### src/rtl/wcb_pkg.sv
package wcb_pkg;
  typedef enum logic [1:0] {
    ST_EMPTY = 2'd0,
    ST_HOLD  = 2'd1,
    ST_DRAIN = 2'd2
  } wcb_state_e;
endpackage

### src/rtl/wcb_line_reg.sv
module wcb_line_reg #(
  parameter int LINE_BYTES = 32,
  parameter int WORD_BYTES = 4,
  localparam int WORDS     = LINE_BYTES / WORD_BYTES,
  localparam int IDX_W     = $clog2(WORDS)
) (
  input  logic                      clk_i,
  input  logic                      rst_ni,
  input  logic                      wr_en_i,
  input  logic                      fresh_i,
  input  logic [IDX_W-1:0]          word_i,
  input  logic [WORD_BYTES*8-1:0]   data_i,
  input  logic [WORD_BYTES-1:0]     strb_i,
  output logic [LINE_BYTES*8-1:0]   data_o,
  output logic [LINE_BYTES-1:0]     mask_o
);
  for (genvar w = 0; w < WORDS; w++) begin : g_word
    logic lane_sel;
    assign lane_sel = (word_i == IDX_W'(w));
    for (genvar b = 0; b < WORD_BYTES; b++) begin : g_byte
      localparam int I = w * WORD_BYTES + b;
      always_ff @(posedge clk_i or negedge rst_ni) begin
        if (!rst_ni) begin
          data_o[I*8 +: 8] <= '0;
          mask_o[I]        <= 1'b0;
        end else if (wr_en_i) begin
          if (lane_sel && strb_i[b]) begin
            data_o[I*8 +: 8] <= data_i[b*8 +: 8];
            mask_o[I]        <= 1'b1;
          end else if (fresh_i) begin
            // allocation wipes bytes from the previous line
            data_o[I*8 +: 8] <= '0;
            mask_o[I]        <= 1'b0;
          end
        end
      end
    end
  end

  assert_fresh_clears_R8: assert property (@(posedge clk_i) disable iff (!rst_ni)
    (wr_en_i && fresh_i) |=> ($countones(mask_o) <= WORD_BYTES));
endmodule

### src/rtl/wcb_drain_timer.sv
module wcb_drain_timer #(
  parameter int DRAIN_CYCLES     = 16,
  parameter bit RESTART_ON_MERGE = 1'b0,
  localparam int CNT_W           = $clog2(DRAIN_CYCLES + 1)
) (
  input  logic clk_i,
  input  logic rst_ni,
  input  logic start_i,
  input  logic merge_i,
  input  logic run_i,
  output logic expire_o
);
  localparam logic [CNT_W-1:0] LIM = CNT_W'(DRAIN_CYCLES - 1);

  logic [CNT_W-1:0] cnt_q;
  logic             clr;

  assign clr      = start_i | (RESTART_ON_MERGE & merge_i);
  assign expire_o = run_i && (cnt_q == LIM);

  always_ff @(posedge clk_i or negedge rst_ni) begin
    if (!rst_ni)                 cnt_q <= '0;
    else if (clr)                cnt_q <= '0;
    else if (run_i && !expire_o) cnt_q <= cnt_q + 1'b1;
  end

  assert_cnt_in_range_R5: assert property (@(posedge clk_i) disable iff (!rst_ni)
    run_i |-> (cnt_q <= LIM));
endmodule

### src/rtl/wc_store_buf.sv
module wc_store_buf #(
  parameter int ADDR_W           = 32,
  parameter int LINE_BYTES       = 32,
  parameter int WORD_BYTES       = 4,
  parameter int DRAIN_CYCLES     = 16,
  parameter bit RESTART_ON_MERGE = 1'b0
) (
  input  logic                    clk_i,
  input  logic                    rst_ni,
  input  logic                    st_valid_i,
  output logic                    st_ready_o,
  input  logic [ADDR_W-1:0]       st_addr_i,
  input  logic [WORD_BYTES*8-1:0] st_data_i,
  input  logic [WORD_BYTES-1:0]   st_strb_i,
  input  logic                    st_normal_i,
  input  logic                    bar_req_i,
  output logic                    bar_ack_o,
  output logic                    wr_valid_o,
  input  logic                    wr_ready_i,
  output logic [ADDR_W-1:0]       wr_addr_o,
  output logic [LINE_BYTES*8-1:0] wr_data_o,
  output logic [LINE_BYTES-1:0]   wr_mask_o
);
  import wcb_pkg::*;

  localparam int LINE_OFF = $clog2(LINE_BYTES);
  localparam int WORD_OFF = $clog2(WORD_BYTES);
  localparam int IDX_W    = LINE_OFF - WORD_OFF;
  localparam int TAG_W    = ADDR_W - LINE_OFF;
  localparam int AGE_W    = $clog2(DRAIN_CYCLES + 2);

  wcb_state_e       state_q, state_d;
  logic [TAG_W-1:0] tag_q;
  logic [TAG_W-1:0] st_tag;
  logic [IDX_W-1:0] st_word;
  logic             mergeable, expire, alloc, merge;
  logic             unused_low;

  assign st_tag     = st_addr_i[ADDR_W-1:LINE_OFF];
  assign st_word    = st_addr_i[LINE_OFF-1:WORD_OFF];
  assign unused_low = ^st_addr_i[WORD_OFF-1:0];
  assign mergeable  = st_normal_i && (st_tag == tag_q);

  always_comb begin
    state_d    = state_q;
    st_ready_o = 1'b0;
    bar_ack_o  = 1'b0;
    alloc      = 1'b0;
    merge      = 1'b0;
    unique case (state_q)
      ST_EMPTY: begin
        st_ready_o = 1'b1;
        bar_ack_o  = bar_req_i;  // store taken this cycle orders after it
        if (st_valid_i) begin
          alloc   = 1'b1;
          state_d = st_normal_i ? ST_HOLD : ST_DRAIN;
        end
      end
      ST_HOLD: begin
        if (expire || bar_req_i || (st_valid_i && !mergeable)) begin
          state_d = ST_DRAIN;
        end else begin
          st_ready_o = 1'b1;
          merge      = st_valid_i;
        end
      end
      ST_DRAIN: begin
        if (wr_ready_i) begin
          state_d   = ST_EMPTY;
          bar_ack_o = bar_req_i;
        end
      end
      default: state_d = ST_EMPTY;
    endcase
  end

  always_ff @(posedge clk_i or negedge rst_ni) begin
    if (!rst_ni) begin
      state_q <= ST_EMPTY;
      tag_q   <= '0;
    end else begin
      state_q <= state_d;
      if (alloc) tag_q <= st_tag;
    end
  end

  wcb_line_reg #(
    .LINE_BYTES(LINE_BYTES),
    .WORD_BYTES(WORD_BYTES)
  ) u_line (
    .clk_i  (clk_i),
    .rst_ni (rst_ni),
    .wr_en_i(alloc | merge),
    .fresh_i(alloc),
    .word_i (st_word),
    .data_i (st_data_i),
    .strb_i (st_strb_i),
    .data_o (wr_data_o),
    .mask_o (wr_mask_o)
  );

  wcb_drain_timer #(
    .DRAIN_CYCLES    (DRAIN_CYCLES),
    .RESTART_ON_MERGE(RESTART_ON_MERGE)
  ) u_timer (
    .clk_i   (clk_i),
    .rst_ni  (rst_ni),
    .start_i (alloc),
    .merge_i (merge),
    .run_i   (state_q == ST_HOLD),
    .expire_o(expire)
  );

  assign wr_valid_o = (state_q == ST_DRAIN);
  assign wr_addr_o  = {tag_q, {LINE_OFF{1'b0}}};

  // independent residency counter for the visibility bound
  logic [AGE_W-1:0] age_q;
  always_ff @(posedge clk_i or negedge rst_ni) begin
    if (!rst_ni)                 age_q <= '0;
    else if (state_q != ST_HOLD) age_q <= '0;
    else if (age_q != '1)        age_q <= age_q + 1'b1;
  end

  assert_visibility_bound_R5: assert property (@(posedge clk_i) disable iff (!rst_ni)
    (!RESTART_ON_MERGE && state_q == ST_HOLD) |-> (age_q < AGE_W'(DRAIN_CYCLES)));
  assert_out_stable_R9: assert property (@(posedge clk_i) disable iff (!rst_ni)
    (wr_valid_o && !wr_ready_i) |=>
      (wr_valid_o && $stable(wr_addr_o) && $stable(wr_mask_o) && $stable(wr_data_o)));
  assert_no_take_while_out_R9: assert property (@(posedge clk_i) disable iff (!rst_ni)
    wr_valid_o |-> !st_ready_o);
  assert_ack_after_accept_R7: assert property (@(posedge clk_i) disable iff (!rst_ni)
    bar_ack_o |-> (bar_req_i && state_q != ST_HOLD && (!wr_valid_o || wr_ready_i)));
  assert_nonempty_write_R8: assert property (@(posedge clk_i) disable iff (!rst_ni)
    wr_valid_o |-> (wr_mask_o != '0));
  assert_tag_fixed_R4: assert property (@(posedge clk_i) disable iff (!rst_ni)
    (state_q != ST_EMPTY && $past(state_q) != ST_EMPTY) |-> $stable(wr_addr_o));
endmodule

### config.mk
export PLATFORM = sky130hd
export DESIGN_NAME = wc_store_buf
export DESIGN_NICKNAME = d
export VERILOG_FILES = /design/src/rtl/wcb_pkg.sv /design/src/rtl/wcb_line_reg.sv /design/src/rtl/wcb_drain_timer.sv /design/src/rtl/wc_store_buf.sv
export SDC_FILE = /design/constraint.sdc
export NUM_CORES = 1
export LEC_CHECK = 0
export BUFFER_PORTS_ARGS = -buffer_cell sky130_fd_sc_hd__clkbuf_2
export CORE_ASPECT_RATIO = 0.9
export CORE_MARGIN = 2
export CORE_UTILIZATION = 51
export CTS_CLUSTER_DIAMETER = 150
export DETAILED_ROUTE_END_ITERATION = 8
export HOLD_SLACK_MARGIN = 0.12
export PLACE_DENSITY = 0.81
export SYNTH_ARGS = -nofsm -noshare
export SYNTH_HDL_FRONTEND = slang
export SYNTH_SLANG_ARGS = --single-unit
### constraint.sdc
create_clock -name clk_i -period 3.3 [get_ports clk_i]
set_input_delay 0.165 -clock clk_i [delete_from_list [all_inputs] [get_ports clk_i]]
set_output_delay 0.165 -clock clk_i [all_outputs]
set_load 0.05 [all_outputs]
# ---- Yosys cells after proc, flatten, opt, wreduce, memory -nomap -nowiden
# Index checks and enable logic that the tools add are counted.
dict set report op_classes {
  addsub 1
  n_eq_ne 14
  mux 81
  bitwise_logic 1
  n_reduce_logical 108
}
# cell n
set op_table {}
lappend op_table {{8-bit two-way mux} 33}
lappend op_table {{2-bit nonzero test} 33}
lappend op_table {{2-bit AND reduction} 32}
lappend op_table {{1-bit two-way mux} 39}
lappend op_table {{1-bit logical AND} 36}
lappend op_table {{27-bit equality test} 1}
lappend op_table {{3-bit equality test, second input constant} 4}
lappend op_table {{5-bit two-way mux} 2}
lappend op_table {{2-bit two-way mux} 4}
lappend op_table {{3-bit by 2-bit equality test with 1-bit output, second input constant} 2}
lappend op_table {{2-bit case mux with 3 select lines} 1}
lappend op_table {{5-bit by 1-bit adder with 5-bit output, second input constant} 1}
lappend op_table {{5-bit by 4-bit equality test with 1-bit output, second input constant} 1}
lappend op_table {{2-bit != test, second input constant} 2}
lappend op_table {{1-bit case mux with 2 select lines} 2}
lappend op_table {{3-bit by 1-bit equality test with 1-bit output, second input constant} 1}
lappend op_table {{3-bit zero test} 1}
lappend op_table {{3-bit AND reduction} 1}
lappend op_table {{2-bit by 1-bit equality test with 1-bit output, second input constant} 1}
lappend op_table {{2-bit equality test, second input constant} 1}
lappend op_table {{1-bit zero test} 2}
lappend op_table {{2-bit zero test} 1}
lappend op_table {{1-bit logical OR} 2}
lappend op_table {{2-bit by 1-bit != test with 1-bit output, second input constant} 1}
lappend op_table {{1-bit bitwise OR} 1}
dict set report word_totals {
  ff_bits 322
  output_inout_bits 323
}

# ---- Logic depth before layout (Yosys ltp)
# Gate-level depths: netlist (run 1).
dict set report depth {
  word_depth 9
  depth_mapped 10
}

# ---- Cells and area by module
# Synthesis (run 1) repeated with hierarchy kept, for this count alone.
dict set report hier_totals {
  cells_unflattened 1436
  hier_area_um2 13794.5
}
# mod n_inst cells_per_inst area_each_um2 seq_area_each_um2
set modules_own_cells {}
lappend modules_own_cells {wcb_line_reg 1 1271 11833.8 7206.9}
lappend modules_own_cells {wc_store_buf 1 141 1685.4 725.7}
lappend modules_own_cells {wcb_drain_timer 1 24 275.3 125.1}

# ---- Worst setup path after synthesis (run 1)
# OpenSTA, ideal clock, no wires.
dict set report synth_path {
  path_kind {register -> register}
  from {reg u_timer.cnt_q[0]}
  to {reg u_line.data_o[216]}
  arrival_time_ns 2.407
  path_slack_ns 0.772
  path_stages_with_launch 10
  path_buffers 1
  synth_period_minus_slack_ns 2.528
  path_cell_list {dfrtp_1 -> ha_1 -> and3_1 -> ha_1 -> or3b_1 -> nor3b_2 -> nand3_2 -> buf_2 -> o21a_1 -> a22o_1}
}
dict set report synth_via {
  elab_chain_cells 8
}
# element line
set synth_rtl {}
lappend synth_rtl {{start, declared} wcb_drain_timer.sv:15} ;# logic [CNT_W-1:0] cnt_q;
lappend synth_rtl {{start signal, assigned} wcb_drain_timer.sv:24} ;# else if (run_i && !expire_o) cnt_q <= cnt_q + 1'b1;
lappend synth_rtl {{5-bit by 4-bit equality test with 1-bit output} wcb_drain_timer.sv:19} ;# assign expire_o = run_i && (cnt_q == LIM);
lappend synth_rtl {{1-bit logical AND} wcb_drain_timer.sv:19}
lappend synth_rtl {{1-bit logical OR (2 in series)} wc_store_buf.sv:60} ;# if (expire || bar_req_i || (st_valid_i && !mergeable)) begin
lappend synth_rtl {{1-bit two-way mux} wc_store_buf.sv:60}
lappend synth_rtl {{1-bit two-way mux} wc_store_buf.sv:50} ;# unique case (state_q)
lappend synth_rtl {{1-bit bitwise OR} wc_store_buf.sv:93} ;# .wr_en_i(alloc | merge),
lappend synth_rtl {{2-bit AND reduction (no source line)} n/a}
lappend synth_rtl {{end signal, assigned by index} wcb_line_reg.sv:28} ;# data_o[I*8 +: 8] <= data_i[b*8 +: 8];
lappend synth_rtl {{end, declared} wcb_line_reg.sv:14} ;# output logic [LINE_BYTES*8-1:0] data_o,
# No other way between the ends.
# A chain may end at the register's enable or synchronous reset.

# ---- Final worst setup path (run 1)
dict set report layout_path {
  from {reg tag_q[17]}
  to {out st_ready_o}
}
dict set report layout_via {
  elab_chain_cells 7
}
# element line
set layout_rtl {}
lappend layout_rtl {{start, declared} wc_store_buf.sv:33} ;# logic [TAG_W-1:0] tag_q;
lappend layout_rtl {{start signal, assigned} wc_store_buf.sv:83} ;# if (alloc) tag_q <= st_tag;
lappend layout_rtl {{27-bit equality test} wc_store_buf.sv:42} ;# assign mergeable = st_normal_i && (st_tag == tag_q);
lappend layout_rtl {{1-bit logical AND} wc_store_buf.sv:42}
lappend layout_rtl {{1-bit zero test} wc_store_buf.sv:60}
lappend layout_rtl {{1-bit logical AND} wc_store_buf.sv:60}
lappend layout_rtl {{1-bit logical OR} wc_store_buf.sv:60}
lappend layout_rtl {{1-bit two-way mux} wc_store_buf.sv:60}
lappend layout_rtl {{1-bit case mux with 2 select lines} wc_store_buf.sv:50}
lappend layout_rtl {{end, declared} wc_store_buf.sv:11} ;# output logic st_ready_o,
# No other way between the ends.

==> impl_metrics.csv, run 1 <==
group,metric,value,unit
floorplanning,initial_utilization,51.4,%
clock_network,cts_root_buf,"clkbuf_16",
floorplanning,ios,397,
synth,synth-adder-area-share,0.195,%
detailed_routing,via_count,10900,
timing,hold_violations,0,
detailed_routing,dr.pass1.iters,5,
clock_network,htreeDepth,2,
setup_path,required,3.13,ns
power,powerDensity,808,mW/mm^2
outcome,status,"completed",
setup_path,timing.critical_path.from,"tag_q[17]$_DFFE_PN0P_",
detailed_routing,drt_wl_total,39.5,mm
timing,worst_pin_slew,0.767,ns
power,ir_worst_vdd,0.000435,V
clock_network,clk-insertion-delay-late,0.50,ns
grt,grt_use_total,29.9,%
detailed_routing,drc,0,
min_path,hold_start,"st_strb_i[3]",
grt,antenna_found_initial,0,
setup_path,critical_path_depth,7,
final_layout,final_area,0.0167,sq mm
clock_network,clockBufferDepth,3,
final_layout,fillers,1849,
setup_path,critPathCapture,"st_ready_o",
floorplanning,core,0.0249,sq mm
setup_path,startpoint_type,"flop",
floorplanning,dieHeight,154,um
setup_path,worst-path-max-fanout,3,
job,drv_cap,0,
power,p_int,8090,uW
synth,syn_area_per_cell,10.9,sq um
detailed_routing,wl_per_cell,20.2,um
final_layout,final_util,67.1,%
final_layout,seqCellArea,0.00806,sq mm
setup_path,slowest_stage,"nor4_2",
setup_path,cp_cell_sequence,"xnor2_1 -> nand4_1 -> nor4_2 -> nand2_1 -> a211oi_1 -> or2_2 -> clkbuf_2",
timing,slew-limit-headroom,48.8,%
synth,ys_seq_elements,322,
clock_network,numCtsBuffers,35,
synth,synth_compound_area_share,18.6,%
floorplanning,die_area,0.0264,sq mm
setup_path,r2r_start,"u_timer.cnt_q[0]$_DFFE_PN0P_",
synth,yosys_warnings,0,
setup_path,cp_top_family,"simple AND/OR/NAND/NOR gates",
power,p_comb_share,33.3,%
grt,grt_max_degree,94,
final_layout,diodes,0,
min_path,holdCritPathClass,"primary input to flop",
timing,fmax,0.324,GHz
power,sw_frac_of_total,40.1,%
synth,synth_top_family_by_area,"compound AO/OA/AOI/OAI gates",
power,cellLeakagePower,0.00828,uW
placed_design,gp_congestion,0.835,
final_layout,multiInputGateArea,0.00389,sq mm
power,p_sw,5420,uW
timing,rsz0062_at_grt,"false",
timing,tns,0,ns
timing,period_needed,3.09,ns
synth,syn_area,0.0128,sq mm
floorplanning,num_rows,55,
synth,ys_types,41,
placed_design,dp_hpwl,26.7,mm
clock_network,cts_tree,"done",
timing,finalCritPeriodShare,93.7,%
placed_design,dpl_cell_area,0.0151,sq mm
grt,grt_overflow_total,0,
timing,slew_violations,0,
grt,first_global_vias,10900,
timing,fin_skew,0.0125,ns
setup_path,crit_path_end_kind,"primary output",
setup_path,r2r_slack,0.28,ns
synth,yosysSeqAreaShare,62.9,%
clock_network,path_clk_slew,0.06,ns
power,pwr-share-clk,30.6,%
final_layout,fin_nets,1660,
detailed_routing,ant_nets,0,
setup_path,max_stage_delay,0.58,ns
synth,synthSimpleGateAreaFrac,9.25,%
power,pwr-share-seq,36.1,%
final_layout,area_delta_synth_final,30.5,%
placed_design,io_buffers,389,
setup_path,crit_buf_inv,1,
detailed_routing,routed_via_density,5.58,
timing,setup_viol,0,
floorplanning,die_x,171,um
final_layout,drive_gt1_share,30.9,%
setup_path,worstReg2RegEnd,"u_line.data_o[33]$_DFFE_PN0P_",
clock_network,cts_sinks,322,
grt,grt_pass1_wl,61.6,mm
synth,muxShareOfSynthArea,0,%
detailed_routing,drtIter0Drc,743,
setup_path,crit_type,"flop to primary output",
synth,synthXorXnorAreaFrac,1.98,%
setup_path,reg2reg_depth,9,
synth,syn-instance-count,1172,
setup_path,cp.arrival,2.93,ns
-- synth_stat cells --
cell       number  area, sq um
a211oi_1        2         15.0
a21o_1          9         67.6
a22o_1         17          149
a2bb2o_1       10          100
a31oi_1         1         6.26
and2_1          1         6.26
and3_1          2         12.5
and3b_1         1         8.76
buf_1           5         18.8
buf_2           9         45.0
buf_4           6         45.0
buf_6           1         11.3
clkbuf_1       49          184
conb_1          1         3.75
dfrtp_1       322         8060
ha_1            2         25.0
inv_1         161          604
nand2_1       186          698
nand2b_1       27          169
nand2b_4        2         27.5
nand3_2         1         10.0
nand4_1         8         50.1
nor2_1          9         33.8
nor2_2         11         68.8
nor2b_1         2         12.5
nor3_1          2         10.0
nor3b_1         5         37.5
nor3b_2         1         12.5
nor4_2          1         12.5
o211ai_1        2         15.0
o21a_1          8         60.1
o21ai_0        28          140
o21ai_1         2         10.0
o21ai_2         3         26.3
o21ai_4        16          260
o22ai_1       186         1160
o2bb2ai_1      42          368
or2_2           1         6.26
or3b_1          1         8.76
xnor2_1        27          236
xor2_1          2         17.5
-- how the worst min path moves through the flow --
stage | end | slack [ns] | cells past startpoint
floorplan | state_q[0]$_DFFE_PN0P_ | -0.13 | 0
global placement | u_line.data_o[209]$_DFFE_PN0P_ | 0.23 | 1
detailed placement | u_line.data_o[81]$_DFFE_PN0P_ | 0.23 | 1
CTS | u_line.data_o[95]$_DFFE_PN0P_ | 0.12 | 3
global route | u_line.data_o[31]$_DFFE_PN0P_ | 0.17 | 3
finish | u_line.data_o[95]$_DFFE_PN0P_ | 0.14 | 3
-- cells in the final DEF (no fill, tap or decap), types with 27 or more instances in the layout --
cell / instances
clkbuf_2: 388
dfrtp_1: 322
o22ai_1: 186
nand2_1: 185
inv_1: 161
o2bb2ai_1: 42
dlygate4sd3_1: 38
clkbuf_16: 37
o21ai_0: 28
nand2b_1: 27
xnor2_1: 27
-- routing by layer --
metal  vias to the layer above  track usage [%]  share of wire (%)
met3                       114             5.94                7.6
met4                         0             12.1                4.4
met2                       503             49.5                 49
met1                      5429             38.9                 39
li1                       4832                -                  -
met5                         -                0                  0
-- kinds of logic (layout without fill, tap and decap cells) --
group,count (synthesis),count (layout)
DFF,322,322
and+or+nand+nor,261,261
buffers and inverters,231,664
xor gates and xnor gates,29,29
AOI/OAI and AO/OA,326,326
other,1,5
adders and majority gates,2,2
-- layout make-up --
class / instances / area share, %
clock buffers: 52 / 6.41
well taps: 342 / 2.56
clock inverters: 10 / 0.965
multi-input cells: 623 / 23.3
repair buffers: 441 / 15.0
flip-flops and latches: 322 / 48.2
inverters: 161 / 3.61
-- stage by stage --
stage	total power [uW]	instances	setup WS, ns	hold slack (ns)
after global routing	14000	1951	0.0468	0.166
after floorplan	8110	1176	0.772	-0.131
final	13500	1951	0.209	0.143
after detailed placement	9340	1851	0.327	0.230
after CTS	13500	1951	0.165	0.122
after global placement	9240	1851	0.411	0.227
-- worst reg2reg max path, cell delays in order (launching register included) --
cell	delay (ns)
dfrtp_1	0.41
ha_1	0.22
and3_1	0.18
ha_1	0.20
or3b_1	0.42
nor3b_2	0.37
a31oi_4	0.14
buf_12	0.23
nand2b_1	0.46
o22ai_1	0.31
-- power by group through the flow --
stage | registers (uW) | logic, uW | clock network (uW)
floorplan | 6690 | 1420 | 0
global placement | 4900 | 4340 | 0
detailed placement | 4930 | 4420 | 0
CTS | 4870 | 4480 | 4160
global route | 4930 | 4750 | 4330
finish | 4880 | 4500 | 4130
-- what timing repair did --
item | CTS | global route
resized for setup | 0 | 0
hold endpoints to repair | 159 | 0
buffers inserted | 0 | 0
hold buffers | 38 | 0
-- flip-flops by register name (all words and copies together) (netlist names) --
signal	count
u_line.data_o	256
u_line.mask_o	32
tag_q	27
u_timer.cnt_q	5
state_q	2
No activity file was read; power rests on OpenSTA's default activity.
==> inputs of run 2 (changes only) <==
Settings changed: ABC_AREA from default to 1, CORE_UTILIZATION 51 to 52.
==> run 2 against run 1 <==
First-iteration DRC count increased by 58%. Combinational power grew 81%. Critical path depth rose by 6. Maximum frequency is 16% higher. Via count grew 21%. Sequential power grew 20%. Synthesized cell count up 41%. Core utilization is 0.85 points higher. Count of clock-buffer cells in the layout fell by 1. Critical path type is now flop to flop.
==> impl_metrics.csv, run 2 <==
group,metric,value,unit
outcome,status,"completed",
timing,slew-limit-headroom,44.5,%
synth,syn_area,0.0138,sq mm
floorplanning,core,0.0261,sq mm
power,ir_worst_vdd,0.000606,V
clock_network,path_clk_slew,0.06,ns
clock_network,cts_setup_buffers,0,
timing,worst_pin_slew,0.832,ns
setup_path,required,3.69,ns
timing,hold_violations,0,
job,drv_cap,0,
setup_path,r2r_start,"u_timer.cnt_q[0]$_DFFE_PN0P_",
clock_network,cts_tree,"done",
setup_path,crit_path_end_kind,"flop",
power,total_power,17900,uW
clock_network,cts_sinks,322,
timing,hold_ws,0.242,ns
final_layout,instances_no_fill,2444,
setup_path,cp.arrival,3.06,ns
timing,setup_viol,0,
final_layout,reg_top3,"u_line.data_o x256, u_line.mask_o x32, tag_q x27",
final_layout,area_delta_synth_final,28.2,%
detailed_routing,ant_nets,0,
timing,tns,0,ns
floorplanning,ios,397,
synth,synth_common_cells,"nand2_1, dfrtp_1, nand3_1",
final_layout,largest_reg_flops,256,
setup_path,worstReg2RegEnd,"u_line.data_o[221]$_DFFE_PN0P_",
detailed_routing,via_count,13100,
grt,grt_pass1_wl,66.8,mm
final_layout,fin_nets,2146,
setup_path,cp_cell_sequence,"ha_1 -> nand2_1 -> nor2_1 -> ha_1 -> nand2_1 -> nand2_1 -> inv_1 -> nand4_1 -> nand2_8 -> buf_12 -> nand2_2 -> nand2_1 -> nand2_1",
floorplanning,die_area,0.0279,sq mm
grt,antenna_found_initial,0,
detailed_routing,drtIter0Drc,1174,
synth,synth-adder-area-share,0.181,%
grt,first_global_vias,12600,
power,powerDensity,1010,mW/mm^2
placed_design,dp.cells,2318,
synth,synth_compound_area_share,2.53,%
timing,finalCritPeriodShare,80.9,%
clock_network,clk-insertion-delay-late,0.50,ns
synth,synth_ff_type,"dfrtp_1",
synth,synthTopCellsByArea,"dfrtp_1, nand2_1, nand3_1",
synth,yosysSeqAreaShare,58.3,%
clock_network,htreeDepth,2,
synth,syn-instance-count,1653,
synth,muxShareOfSynthArea,0,%
setup_path,crit_buf_inv,2,
placed_design,dp_hpwl,28.2,mm
setup_path,max_stage_delay,0.42,ns
synth,ys_seq_elements,322,
setup_path,crit_type,"flop to flop",
synth,synth_top_family_by_area,"simple AND/OR/NAND/NOR gates",
synth,synthSimpleGateAreaFrac,33.5,%
synth,syn_area_per_cell,8.36,sq um
synth,synth_area_leader_cell,"dfrtp_1",
setup_path,crit_top_cell,"nand2_1",
synth,ys_types,27,
final_layout,final_cell_mix,"nand2_1, clkbuf_2, dfrtp_1",
clock_network,numCtsBuffers,34,
synth,yosys_warnings,0,
placed_design,io_buffers,389,
setup_path,worst-path-max-fanout,97,
detailed_routing,drt_wl_total,43.0,mm
detailed_routing,drc,0,
final_layout,largest_register,"u_line.data_o",
final_layout,mostFrequentLayoutCell,"nand2_1",
floorplanning,dieHeight,159,um
synth,synth-async-reset-ratio,100,%
final_layout,drive_gt1_share,23.4,%
synth,synthXorXnorAreaFrac,0.0634,%
setup_path,slowest_stage,"dfrtp_1",
grt,grt_max_degree,112,
floorplanning,initial_utilization,53.0,%
timing,fmax,0.375,GHz
placed_design,gp_congestion,0.867,
min_path,holdCritPathClass,"primary input to async pin",
timing,period_needed,2.67,ns
synth,synth_top_cell_area_share,58.3,%
clock_network,cts_hold_buffers,64,
clock_network,clockBufferDepth,3,
power,cellLeakagePower,0.0105,uW
detailed_routing,wl_per_cell,17.6,um
floorplanning,num_rows,56,
grt,grt_use_total,30.3,%
floorplanning,die_x,176,um
synth,synth_edf_count,0,
setup_path,reg2reg_depth,13,
detailed_routing,routed_via_density,5.37,
setup_path,cp_top_family,"simple AND/OR/NAND/NOR gates",
clock_network,cts_resized,0,
final_layout,diodes,0,
synth,synth_most_common_cell,"nand2_1",
timing,slew_violations,0,
setup_path,r2r_slack,0.63,ns
timing,fin_skew,0.00971,ns
timing,rsz0062_at_grt,"false",
detailed_routing,dr.pass1.iters,7,
clock_network,cts_root_buf,"clkbuf_16",
setup_path,startpoint_type,"flop",
grt,grt_overflow_total,0,
[run 2: cell count changes after synthesis, moves of 42 or more]
cell | previous run | this run
inv_1 | 161 | 72
nand2_1 | 186 | 731
nand3_1 | 0 | 259
nor2_1 | 9 | 60
o22ai_1 | 186 | 1
o2bb2ai_1 | 42 | 0
[run 2: final cells by class]
type / count / area, sq um
fill: 2023 / 8350
sequential: 322 / 8060
tap: 348 / 435
clock buffer: 51 / 1060
inverter: 80 / 300
timing repair buffer: 462 / 2730
multi-input combinational: 1170 / 5040
clock inverter: 11 / 92.6
[run 2: worst max path at each step]
stage	start	endpoint	slack [ns]	cells after the start
after detailed placement	u_timer.cnt_q[0]$_DFFE_PN0P_	u_line.data_o[221]$_DFFE_PN0P_	0.68	13
after CTS	u_timer.cnt_q[0]$_DFFE_PN0P_	st_ready_o	0.64	10
final	u_timer.cnt_q[0]$_DFFE_PN0P_	u_line.data_o[221]$_DFFE_PN0P_	0.63	13
after floorplan	tag_q[1]$_DFFE_PN0P_	u_line.data_o[128]$_DFFE_PN0P_	1.28	15
after global routing	u_timer.cnt_q[0]$_DFFE_PN0P_	u_line.data_o[16]$_DFFE_PN0P_	0.44	13
after global placement	u_timer.cnt_q[0]$_DFFE_PN0P_	u_line.data_o[221]$_DFFE_PN0P_	0.74	13
[run 2: cell families (layout without fill, tap and decap cells)]
logic type,Yosys count,in the layout
simple gates,1094,1094
flops,322,322
buf+inv,165,604
compound gates,68,68
fa+ha+maj,2,2
other cells,1,5
xor+xnor,1,1
[run 2: where the power goes]
part | internal (uW) | switching [uW] | leakage [uW] | total (uW)
Combinational | 1550 | 6580 | 0.00556 | 8130
Clock | 2310 | 1580 | 0.000568 | 3890
Sequential | 5100 | 760 | 0.00434 | 5860
[run 2: per-layer routing]
metal,vias to the layer above,global-route usage (%),part of all wire [%]
met5,-,0,0
met4,0,14.2,4.7
met3,150,6.78,9.2
met2,694,48.4,47
met1,6229,39.9,39
li1,6057,-,-
[run 2: through the flow]
step | worst slack, ns | cell area [sq um] | utilization (%)
global route | 0.436 | 17700 | 68.0
global placement | 0.737 | 15900 | 61.1
CTS | 0.642 | 17700 | 68.0
floorplan | 1.28 | 13800 | -
detailed placement | 0.685 | 15900 | 61.1
finish | 0.631 | 17700 | 68.0
[run 2: worst reg2reg max path: stages, from the launching register on]
cell and delay [ns]:
dfrtp_1 0.42, ha_1 0.23, nand2_1 0.09, nor2_1 0.05
ha_1 0.20, nand2_1 0.07, nand2_1 0.04, inv_1 0.04
nand4_1 0.20, nand2_8 0.30, buf_12 0.41, nand2_2 0.33
nand2_1 0.13, nand2_1 0.06
